## src/rtl/uart_pkg.sv

```systemverilog
package uart_pkg;

    typedef enum logic [1:0] {
        RX_HUNT,
        RX_START,
        RX_DATA,
        RX_STOP
    } rx_state_t;

    typedef enum logic [1:0] {
        Q_NONE,
        Q_DATA,
        Q_IDLE,
        Q_BREAK
    } tx_kind_t;

    // Votes: data bits use three samples, start and stop use seven.
    localparam logic [2:0] DATA_VOTES = 3'd3;
    localparam logic [2:0] EDGE_VOTES = 3'd7;

    // True when more than half of n samples were high.
    function automatic logic over_half(input logic [2:0] ones, input logic [2:0] n);
        return ({ones, 1'b0}) > {1'b0, n};
    endfunction

endpackage

```

## src/rtl/uart_rx.sv

```systemverilog
module uart_rx
    import uart_pkg::*;
#(
    parameter int OSR = 16,
    parameter int DW  = 9
) (
    input  logic          clk,
    input  logic          rst,
    input  logic          tick,
    input  logic          nine,
    input  logic          rxd,
    input  logic          sleep_req,
    input  logic          rd,
    output logic [DW-1:0] data,
    output logic          valid,
    output logic          ferr,
    output logic          asleep
);
    localparam int PW = $clog2(OSR);
    localparam int BW = $clog2(DW + 1);
    localparam int IW = $clog2(OSR * (DW + 2) + 1);
    localparam int CW = 3;
    localparam logic [PW-1:0] MID     = PW'(OSR / 2);
    localparam logic [PW-1:0] DLO     = MID - 1'b1;
    localparam logic [PW-1:0] DHI     = MID + 1'b1;
    localparam logic [PW-1:0] ELO     = MID - PW'(4);
    localparam logic [PW-1:0] EHI     = MID + PW'(2);
    localparam logic [PW-1:0] LAST    = PW'(OSR - 1);
    localparam logic [PW-1:0] EARLY   = PW'(OSR - 4);
    localparam logic [PW-1:0] LATE    = PW'(3);

    logic          s1, s2, prev;
    rx_state_t     st;
    logic [PW-1:0] ph, cur_raw, cur;
    logic [BW-1:0] bi, nbits;
    logic [CW-1:0] cnt, ones_now;
    logic [DW-1:0] shr;
    logic [IW-1:0] idle_cnt, lim;
    logic          fall, early, late, adv, in_win, decide, dlv;

    always_comb begin
        nbits   = nine ? BW'(DW) : BW'(DW - 1);
        lim     = nine ? IW'(OSR * (DW + 2)) : IW'(OSR * (DW + 1));
        fall    = tick && prev && !s2;
        cur_raw = (ph == LAST) ? '0 : ph + 1'b1;
        early   = fall && (cur_raw >= EARLY);
        late    = fall && (cur_raw <= LATE);
        cur     = (early || late) ? '0 : cur_raw;
        adv     = (cur_raw == '0) || early;
        if (st == RX_DATA) begin
            in_win = (cur >= DLO) && (cur <= DHI);
            decide = (cur == DHI);
        end else begin
            in_win = (st != RX_HUNT) && (cur >= ELO) && (cur <= EHI);
            decide = (st != RX_HUNT) && (cur == EHI);
        end
        ones_now = cnt + ((in_win && s2) ? CW'(1) : CW'(0));
        dlv      = tick && (st == RX_STOP) && !adv && decide && !asleep;
    end

    always_ff @(posedge clk) begin
        if (rst) begin
            s1 <= 1'b1; s2 <= 1'b1; prev <= 1'b1;
            st <= RX_HUNT; ph <= '0; bi <= '0; cnt <= '0; shr <= '0;
            data <= '0; valid <= 1'b0; ferr <= 1'b0; asleep <= 1'b0;
            idle_cnt <= '0;
        end else begin
            s1 <= rxd;
            s2 <= s1;
            if (rd) valid <= 1'b0;
            if (dlv) begin
                valid <= 1'b1;
                data  <= nine ? shr : (shr >> 1);
                ferr  <= !over_half(ones_now, EDGE_VOTES);
            end
            if (tick) begin
                prev <= s2;
                if (!s2) idle_cnt <= '0;
                else if (idle_cnt != lim) idle_cnt <= idle_cnt + 1'b1;
                if (asleep && s2 && (idle_cnt + 1'b1 == lim)) asleep <= 1'b0;
                if (st == RX_HUNT) begin
                    if (fall) begin
                        st  <= RX_START;
                        ph  <= '0;
                        cnt <= '0;
                    end
                end else begin
                    ph <= cur;
                    if (adv) begin
                        cnt <= '0;
                        if (st == RX_START) begin
                            st <= RX_DATA;
                            bi <= '0;
                        end else if (st == RX_DATA) begin
                            if (bi == nbits - 1'b1) st <= RX_STOP;
                            else bi <= bi + 1'b1;
                        end
                    end else if (decide) begin
                        cnt <= '0;
                        if (st == RX_START && over_half(ones_now, EDGE_VOTES)) st <= RX_HUNT;
                        if (st == RX_DATA) shr <= {over_half(ones_now, DATA_VOTES), shr[DW-1:1]};
                        if (st == RX_STOP) st <= RX_HUNT;
                    end else if (late) begin
                        cnt <= '0;
                    end else if (in_win) begin
                        cnt <= ones_now;
                    end
                end
            end
            if (sleep_req) begin
                asleep   <= 1'b1;
                idle_cnt <= '0;
            end
        end
    end

    // a read with no delivery in the same cycle leaves nothing unread
    assert_rd_clears_R2: assert property (@(posedge clk) disable iff (rst)
        (rd && !dlv) |=> !valid);
    // a fresh character never shows up while the receiver was in standby
    assert_no_deliver_asleep_R7: assert property (@(posedge clk) disable iff (rst)
        $rose(valid) |-> !$past(asleep));
    // standby ends only after the line was seen high
    assert_wake_on_high_R7: assert property (@(posedge clk) disable iff (rst)
        $fell(asleep) |-> $past(s2));
    // the data bit index stays inside the selected length
    assert_bit_index_R1: assert property (@(posedge clk) disable iff (rst)
        (st == RX_DATA) |-> (bi < nbits));

endmodule

```

## src/rtl/uart_tx.sv

```systemverilog
module uart_tx
    import uart_pkg::*;
#(
    parameter int OSR = 16,
    parameter int DW  = 9
) (
    input  logic          clk,
    input  logic          rst,
    input  logic          tick,
    input  logic          nine,
    input  logic          wr,
    input  logic [DW-1:0] wdata,
    input  logic          idle_req,
    input  logic          brk_req,
    output logic          txd,
    output logic          empty,
    output logic          done
);
    localparam int FW = DW + 2;
    localparam int LW = $clog2(FW + 1);
    localparam int PW = $clog2(OSR);
    localparam logic [PW-1:0] LAST = PW'(OSR - 1);

    tx_kind_t      pend, kind;
    logic [DW-1:0] pdata;
    logic [FW-1:0] sh, frame;
    logic [LW-1:0] left, nb;
    logic [PW-1:0] ph;
    logic          busy, fin;

    always_comb begin
        nb = nine ? LW'(DW + 2) : LW'(DW + 1);
        case (pend)
            Q_DATA:  frame = nine ? {1'b1, pdata, 1'b0} : {2'b11, pdata[DW-2:0], 1'b0};
            Q_BREAK: frame = '0;
            default: frame = '1;
        endcase
        fin   = busy && tick && (ph == LAST) && (left == LW'(1));
        txd   = busy ? sh[0] : 1'b1;
        empty = (pend == Q_NONE);
        done  = !busy && (pend == Q_NONE);
    end

    always_ff @(posedge clk) begin
        if (rst) begin
            pend <= Q_NONE; kind <= Q_NONE; pdata <= '0;
            sh <= '1; left <= '0; ph <= '0; busy <= 1'b0;
        end else begin
            if ((!busy || fin) && pend != Q_NONE) begin
                busy <= 1'b1;
                ph   <= '0;
                left <= nb;
                sh   <= frame;
                kind <= pend;
                pend <= Q_NONE;
            end else if (busy && tick) begin
                if (ph == LAST) begin
                    ph   <= '0;
                    sh   <= {1'b1, sh[FW-1:1]};
                    left <= left - 1'b1;
                    if (left == LW'(1)) busy <= 1'b0;
                end else begin
                    ph <= ph + 1'b1;
                end
            end
            if (pend == Q_NONE) begin
                if (wr) begin
                    pend  <= Q_DATA;
                    pdata <= wdata;
                end else if (brk_req) begin
                    pend <= Q_BREAK;
                end else if (idle_req) begin
                    pend <= Q_IDLE;
                end
            end
        end
    end

    // a pending character is taken by an idle shifter on the next edge
    assert_pending_loads_R9: assert property (@(posedge clk) disable iff (rst)
        (pend != Q_NONE && !busy) |=> busy);
    // an idle character keeps the line high for its whole length
    assert_idle_high_R8: assert property (@(posedge clk) disable iff (rst)
        (busy && kind == Q_IDLE) |-> txd);
    // a break character keeps the line low for its whole length
    assert_break_low_R8: assert property (@(posedge clk) disable iff (rst)
        (busy && kind == Q_BREAK) |-> !txd);
    // completion appears only when a character has just finished
    assert_done_after_frame_R10: assert property (@(posedge clk) disable iff (rst)
        $rose(done) |-> $past(busy));

endmodule

```

## src/rtl/uart_top.sv

```systemverilog
module uart_top #(
    parameter int OSR = 16,
    parameter int DW  = 9
) (
    input  logic          clk,
    input  logic          rst,
    input  logic          tick,
    input  logic          nine_bit,
    input  logic [DW-1:0] tx_wdata,
    input  logic          tx_wr,
    input  logic          tx_idle_req,
    input  logic          tx_brk_req,
    output logic          tx_empty,
    output logic          tx_done,
    output logic          txd,
    input  logic          rxd,
    input  logic          rx_sleep_req,
    input  logic          rx_rd,
    output logic [DW-1:0] rx_data,
    output logic          rx_valid,
    output logic          rx_frame_err,
    output logic          rx_asleep
);

    uart_tx #(.OSR(OSR), .DW(DW)) u_tx (
        .clk      (clk),
        .rst      (rst),
        .tick     (tick),
        .nine     (nine_bit),
        .wr       (tx_wr),
        .wdata    (tx_wdata),
        .idle_req (tx_idle_req),
        .brk_req  (tx_brk_req),
        .txd      (txd),
        .empty    (tx_empty),
        .done     (tx_done)
    );

    uart_rx #(.OSR(OSR), .DW(DW)) u_rx (
        .clk       (clk),
        .rst       (rst),
        .tick      (tick),
        .nine      (nine_bit),
        .rxd       (rxd),
        .sleep_req (rx_sleep_req),
        .rd        (rx_rd),
        .data      (rx_data),
        .valid     (rx_valid),
        .ferr      (rx_frame_err),
        .asleep    (rx_asleep)
    );

endmodule

```

## config.mk

```make
export PLATFORM = sky130hd
export DESIGN_NAME = uart_top
export DESIGN_NICKNAME = d
export VERILOG_FILES = /design/src/rtl/uart_pkg.sv /design/src/rtl/uart_rx.sv /design/src/rtl/uart_tx.sv /design/src/rtl/uart_top.sv
export SDC_FILE = /design/constraint.sdc
export NUM_CORES = 1
export LEC_CHECK = 0
export ABC_AREA = 1
export BUFFER_PORTS_ARGS = -buffer_cell sky130_fd_sc_hd__buf_2
export CORE_MARGIN = 5
export CORE_UTILIZATION = 45
export CTS_BUF_LIST = sky130_fd_sc_hd__clkbuf_16
export DETAILED_ROUTE_END_ITERATION = 12
export MAX_ROUTING_LAYER = met4
export PLACE_DENSITY = 0.65
export SETUP_SLACK_MARGIN = 0.1
export SLEW_MARGIN = 0
export SYNTH_ARGS = -nofsm -noshare
export SYNTH_HDL_FRONTEND = slang
export SYNTH_SLANG_ARGS = --single-unit
```

## constraint.sdc

```tcl
create_clock -name clk -period 5.3 [get_ports clk]
set_input_delay 1.06 -clock clk [delete_from_list [all_inputs] [get_ports clk]]
set_output_delay 1.06 -clock clk [all_outputs]
set_load 0.02 [all_outputs]
```

# After elaboration in Yosys (flattened, before gate mapping)
# Index checks and enable logic that the tools add are counted.
# op_classes
addsub,7
order_cmp,8
eq_ne,18
muxes,55
n_bitwise,2
reduce_logical,56
# ops
cell,n
$mux W4,11
$mux W11,3
$mux W2,14
$pmux W11 S2,1
$logic_and A1 B1 Y1,21
$mux W3,6
$reduce_bool A2 Y1,9
$eq A4 B4 Y1 const B,4
$mux W8,2
$mux W1,15
$add A4 B1 Y4 const B,3
$mux W10,1
$reduce_and A2 Y1,5
$reduce_and A5 Y1,2
$mux W9,1
$add A8 B1 Y8 const B,1
$eq A8 B8 Y1,1
$ge A4 B3 Y1 const B,2
$le A4 B4 Y1 const B,2
$ne A4 B4 Y1 const B,2
$ne A8 B8 Y1,1
$sub A4 B1 Y4 const B,2
$eq A2 B2 Y1 const B,3
$reduce_and A3 Y1,2
other kinds (21),32
# word_totals
reg_bits,76

# Logic depth before layout (Yosys ltp)
# depth
ltp_word,20
depth_mapped,21

# Cells and area by module
# Synthesis repeated with hierarchy kept, for this count alone.
# unflattened
cells_unflattened,544
area_unflattened_um2,3990.1
# modules_own_cells
module,instances,cells_each,area_each_um2,seq_area_each_um2
uart_rx,1,330,2486.1,900.9
uart_tx,1,214,1503.9,620.6

# Worst setup path after synthesis
# Ideal clock, no wire load.
# synth_timing
path_kind,input to register
from,input tick
to,register u_rx.st[0]
t_arrival_ps,2827
t_required_ps,5187
setup_slack_ps,2360
stages,18
n_path_buf,0
path_cell_list,nand3_2 > inv_1 > nand2_1 > nand2_1 > o21ai_0 > nand2_1 > nand2_1 > nand2_1 > inv_1 > nor2_1 > ha_1 > ha_1 > xnor2_1 > o21bai_1 > o211ai_1 > nand2_1 > nand2_1 > nor2_1
# synth_via
elab_chain_len,16
# synth_rtl
element,line,text
start: declaration,uart_top.sv:7,"input logic tick,"
$logic_and A1 B1 Y1 (2 in a row),uart_rx.sv:44,fall = tick && prev && !s2;
"$logic_and A1 B1 Y1, on equally long branches","uart_rx.sv:46, uart_rx.sv:47",
$logic_or A1 B1 Y1,uart_rx.sv:48,cur = (early || late) ? '0 : cur_raw;
$mux W4,uart_rx.sv:48,
$ge A4 B3 Y1,uart_rx.sv:54,in_win = (st != RX_HUNT) && (cur >= ELO) && (cur <= EHI);
$logic_and A1 B1 Y1 (2 in a row),uart_rx.sv:54,
$mux W1,uart_rx.sv:50,if (st == RX_DATA) begin
$logic_and A1 B1 Y1,uart_rx.sv:57,ones_now = cnt + ((in_win && s2) ? CW'(1) : CW'(0));
$mux W1,uart_rx.sv:57,
$add A3 B3 Y3,uart_rx.sv:57,
$gt A4 B3 Y1,uart_pkg.sv:23,"return ({ones, 1'b0}) > {1'b0, n};"
$logic_and A1 B1 Y1,uart_rx.sv:100,"if (st == RX_START && over_half(ones_now, EDGE_VOTES)) st <= RX_HUNT;"
$reduce_bool A4 Y1 (no source line),-,
$reduce_and A6 Y1 (no source line),-,
end signal: assignment,uart_rx.sv:95,if (bi == nbits - 1'b1) st <= RX_STOP;
end signal: assignment,uart_rx.sv:100,
end signal: assignment,uart_rx.sv:102,if (st == RX_STOP) st <= RX_HUNT;
end: declaration,uart_rx.sv:33,rx_state_t st;
# Parallel ways exist; a longest one is shown, timed or not.
# A chain may end at the register's enable or synchronous reset.

# Final worst setup path
# layout_timing
from,input tick
to,register u_rx.st[1]
# Same word-level chain as after synthesis.

==> summary.md <==
| Metric | Value |
|---|---|
| Endpoints failing setup | `0` |
| Initial antenna violation count | `0` |
| Routability Congestion | `0.886` |
| Endpoints failing hold | `0` |
| Post-synthesis sequential area ratio | `0.405` |
| Core area | `8180 sq um` |
| Top Ports | `34` |
| Synthesized area | `3760 sq um` |
| Filler Cells Inserted | `820` |
| Die Y | `101 um` |
| Fin Hold WS | `421 ps` |
| H-tree depth | `3` |
| WP data arrival | `3320 ps` |
| Max-slew violations | `0` |
| FF-to-FF End | `u_rx.st[1]$_SDFFE_PP0P_` |
| Number of synthesized register bits | `76` |
| Tmin final | `3070 ps` |
| Main synth FF type | `dfxtp_1` |
| Top cell type's share of synthesized area | `0.405` |
| Largest net degree at the start of global routing | `30` |
| Wirelength per Cell | `12.6 um` |
| R2R setup slack | `2410 ps` |
| Worst Setup End Kind | `flop` |
| Dominant cells by area after synthesis | `dfxtp_1 40%, nand2_1 9.0%, inv_1 6.4%, a21oi_1 6.3%, nor2_1 5.3%` |
| Maximum VDD drop | `0.000174 V` |
| WP depth | `18` |
| CTS tree | `built` |
| Layout cells sized above 1 | `0.137` |
| Crit path from | `tick` |
| Reg2Reg Depth | `19` |
| Most frequent cells in the layout | `90 x nand2_1, 76 x dfxtp_1, 64 x inv_1` |
| Yosys cell types | `41` |
| DRT antenna net count | `0` |
| Max Used Layer | `met4` |
| # resized after CTS | `0` |
| Site Rows | `33` |
| Post-DP HPWL | `5.96 mm` |
| Wl on met1 | `3.97 mm` |
| P per Cell Area | `320 nW/um^2` |
| Worst-Margin Slew | `620 ps` |
| Die Footprint | `10,300 sq um` |
| Chip width | `101 um` |
| Kind of critical path | `input pin to flop` |
| R2r startpoint | `u_rx.ph[1]$_SDFFE_PP0P_` |
| Post-synth net total | `537` |
| Critical Path Sink | `u_rx.st[1]$_SDFFE_PP0P_` |
| Metal2 WL | `3.73 mm` |
| RSZ-0062 raised after global routing | `false` |
| CP peak stage delay | `250 ps` |
| Hold buffer count at cts | `0` |
| Clock Latency Late Sink | `340 ps` |
| Flop pwr share | `0.449` |
| Post-synth EDFFs | `0` |
| GRT Overall Usage | `0.176` |
| Power share of the combinational group | `0.104` |
| Clock share of power | `0.447` |
| First-pass GRT wire length | `14.1 mm` |
| Leakage | `1.85 nW` |
| Cts bufs inserted | `9` |
| WHS Path Cells | `1` |
| Port Buffer Count | `33` |
| Slowest cell on crit path | `o211ai_1` |
| Fin crit share | `0.579` |
| Tightest Hold Check Type | `flop to flop` |
| Worst-path maximum fanout | `6` |
| Area leader, netlist | `dfxtp_1` |
| Post-CTS Setup Bufs | `0` |
| Routed vias | `3,319` |
| Clock Tree Root | `clkbuf_16` |
| Sw Pwr | `0.358 mW` |
| Met3 wire length | `305 um` |
| Fraction of registers with async set or reset after synthesis | `0` |
| Internal power | `1.02 mW` |
| TritonRoute pass-1 iters | `6` |
| Syn Inst Count | `503` |
| Worst-path clk slew | `60 ps` |
| Power Total | `1.37 mW` |
| Data required, critical path | `5560 ps` |
| Yosys Warn Count | `0` |
| Achievable frequency | `326 MHz` |
| Post-route cell area | `4290 sq um` |
| Final routed DRC violation total | `0` |
| Net Sw Frac | `0.260` |
| Syn-to-layout area delta | `14.3%` |
| Most common cell after layout, fill and taps aside | `nand2_1` |
| Crit path buf inv count | `3` |
| Final core occ | `0.525` |
| Vias in the first global route | `3,175` |
| CTS max path bufs | `2` |
| MaxCap Viol Count | `0` |
| CP Launch Type | `input pin` |
| Layout Nets | `569` |
| Crit-path cells | `buf_2 -> nand3_2 -> inv_1 -> nand2_1 -> nand2_1 -> o21ai_0 -> nand2_1 -> nand2_1 -> nand2_1 -> inv_1 -> nor2_1 -> ha_1 -> ha_1 -> xnor2_1 -> o21bai_1 -> o211ai_1 -> nand2_1 -> a21oi_1` |
| TNS Setup | `0 ps` |
| Crit-path most repeated cell | `nand2_1` |
| Clk sinks | `76` |
| Starting Density | `0.460` |
| Worst setup skew after layout | `7.63 ps` |
| Top delay family on crit path | `compound AO/OA/AOI/OAI gates` |
| DRT iter0 DRCs | `154` |
| Final WL | `8.15 mm` |
| Status | `finished, final reports clean` |
| Syn avg cell area | `7.47 sq um` |
| Vias/cell | `5.15` |
| Ant diodes | `0` |
| Slew margin rel. | `0.586` |
| GR Overflow Total | `0` |
| Placed inst area | `3990 sq um` |
-- cells by family after synthesis --
group,after synthesis,share of synthesized area
simple gates,210,0.261
compound gates,110,0.171
buf+inv,80,0.0849
flops,76,0.405
fa+ha+maj,15,0.0500
xor+xnor,12,0.0280
-- worst min-delay path by stage --
stage,end,start
6_report,u_rx.s2$_SDFF_PP1_,u_rx.s1$_SDFF_PP1_
5_1_grt,u_rx.s2$_SDFF_PP1_,u_rx.s1$_SDFF_PP1_
4_1_cts,u_rx.s2$_SDFF_PP1_,u_rx.s1$_SDFF_PP1_
3_5_place_dp,u_rx.s2$_SDFF_PP1_,u_rx.s1$_SDFF_PP1_
3_3_place_gp,u_rx.s2$_SDFF_PP1_,u_rx.s1$_SDFF_PP1_
2_1_floorplan,u_rx.s2$_SDFF_PP1_,u_rx.s1$_SDFF_PP1_
-- layout make-up --
cell class / instances / area [sq um] / share of cell area
Tap cell: 105 / 131 / 0.0306
Timing Repair Buffer: 34 / 173 / 0.0402
Sequential cell: 76 / 1520 / 0.354
Inverter: 67 / 251 / 0.0586
Clock buffer: 9 / 225 / 0.0525
Clock inverter: 7 / 73.8 / 0.0172
Multi-Input combinational cell: 347 / 1920 / 0.447
-- sequential cells by signal (all words and copies together), names as in the netlist, 8 cells and up --
name / cells
u_rx.data: 9
u_rx.shr: 9
u_tx.sh: 11
u_rx.idle_cnt: 8
u_tx.pdata: 9
-- power by group through the flow --
stage / clock network [mW] / registers [mW] / logic [mW]
after floorplan: 0 / 0.626 / 0.106
after global placement: 0 / 0.629 / 0.140
after detailed placement: 0 / 0.629 / 0.143
after CTS: 0.626 / 0.617 / 0.144
after global routing: 0.654 / 0.621 / 0.166
final: 0.615 / 0.617 / 0.144
-- per-layer routing --
metal	track usage	vias to the layer above
li1	-	1742
met1	0.222	1506
met2	0.276	58
met3	0.0372	13
met4	0.0675	0
met5	-	-
-- synthesized netlist by cell type, types with 3 or more instances --
master,n
dfxtp_1,76
a21oi_1,47
nor3_1,5
or2_2,4
nand2_1,90
nor2_4,3
inv_2,3
o211ai_1,17
nor2_1,53
xnor2_1,4
nand3_1,28
inv_1,64
nand2_2,4
o221ai_1,5
nand3_2,4
xor2_1,8
o21ai_0,30
ha_1,15
nand4_1,9
clkbuf_1,10
-- stage by stage --
stage / instances / setup slack, ps
floorplan: 503 / 2360
global placement: 629 / 2000
detailed placement: 629 / 1910
CTS: 645 / 2260
global route: 645 / 2010
finish: 645 / 2230
Note: power is estimated with default switching activity, not from simulation.
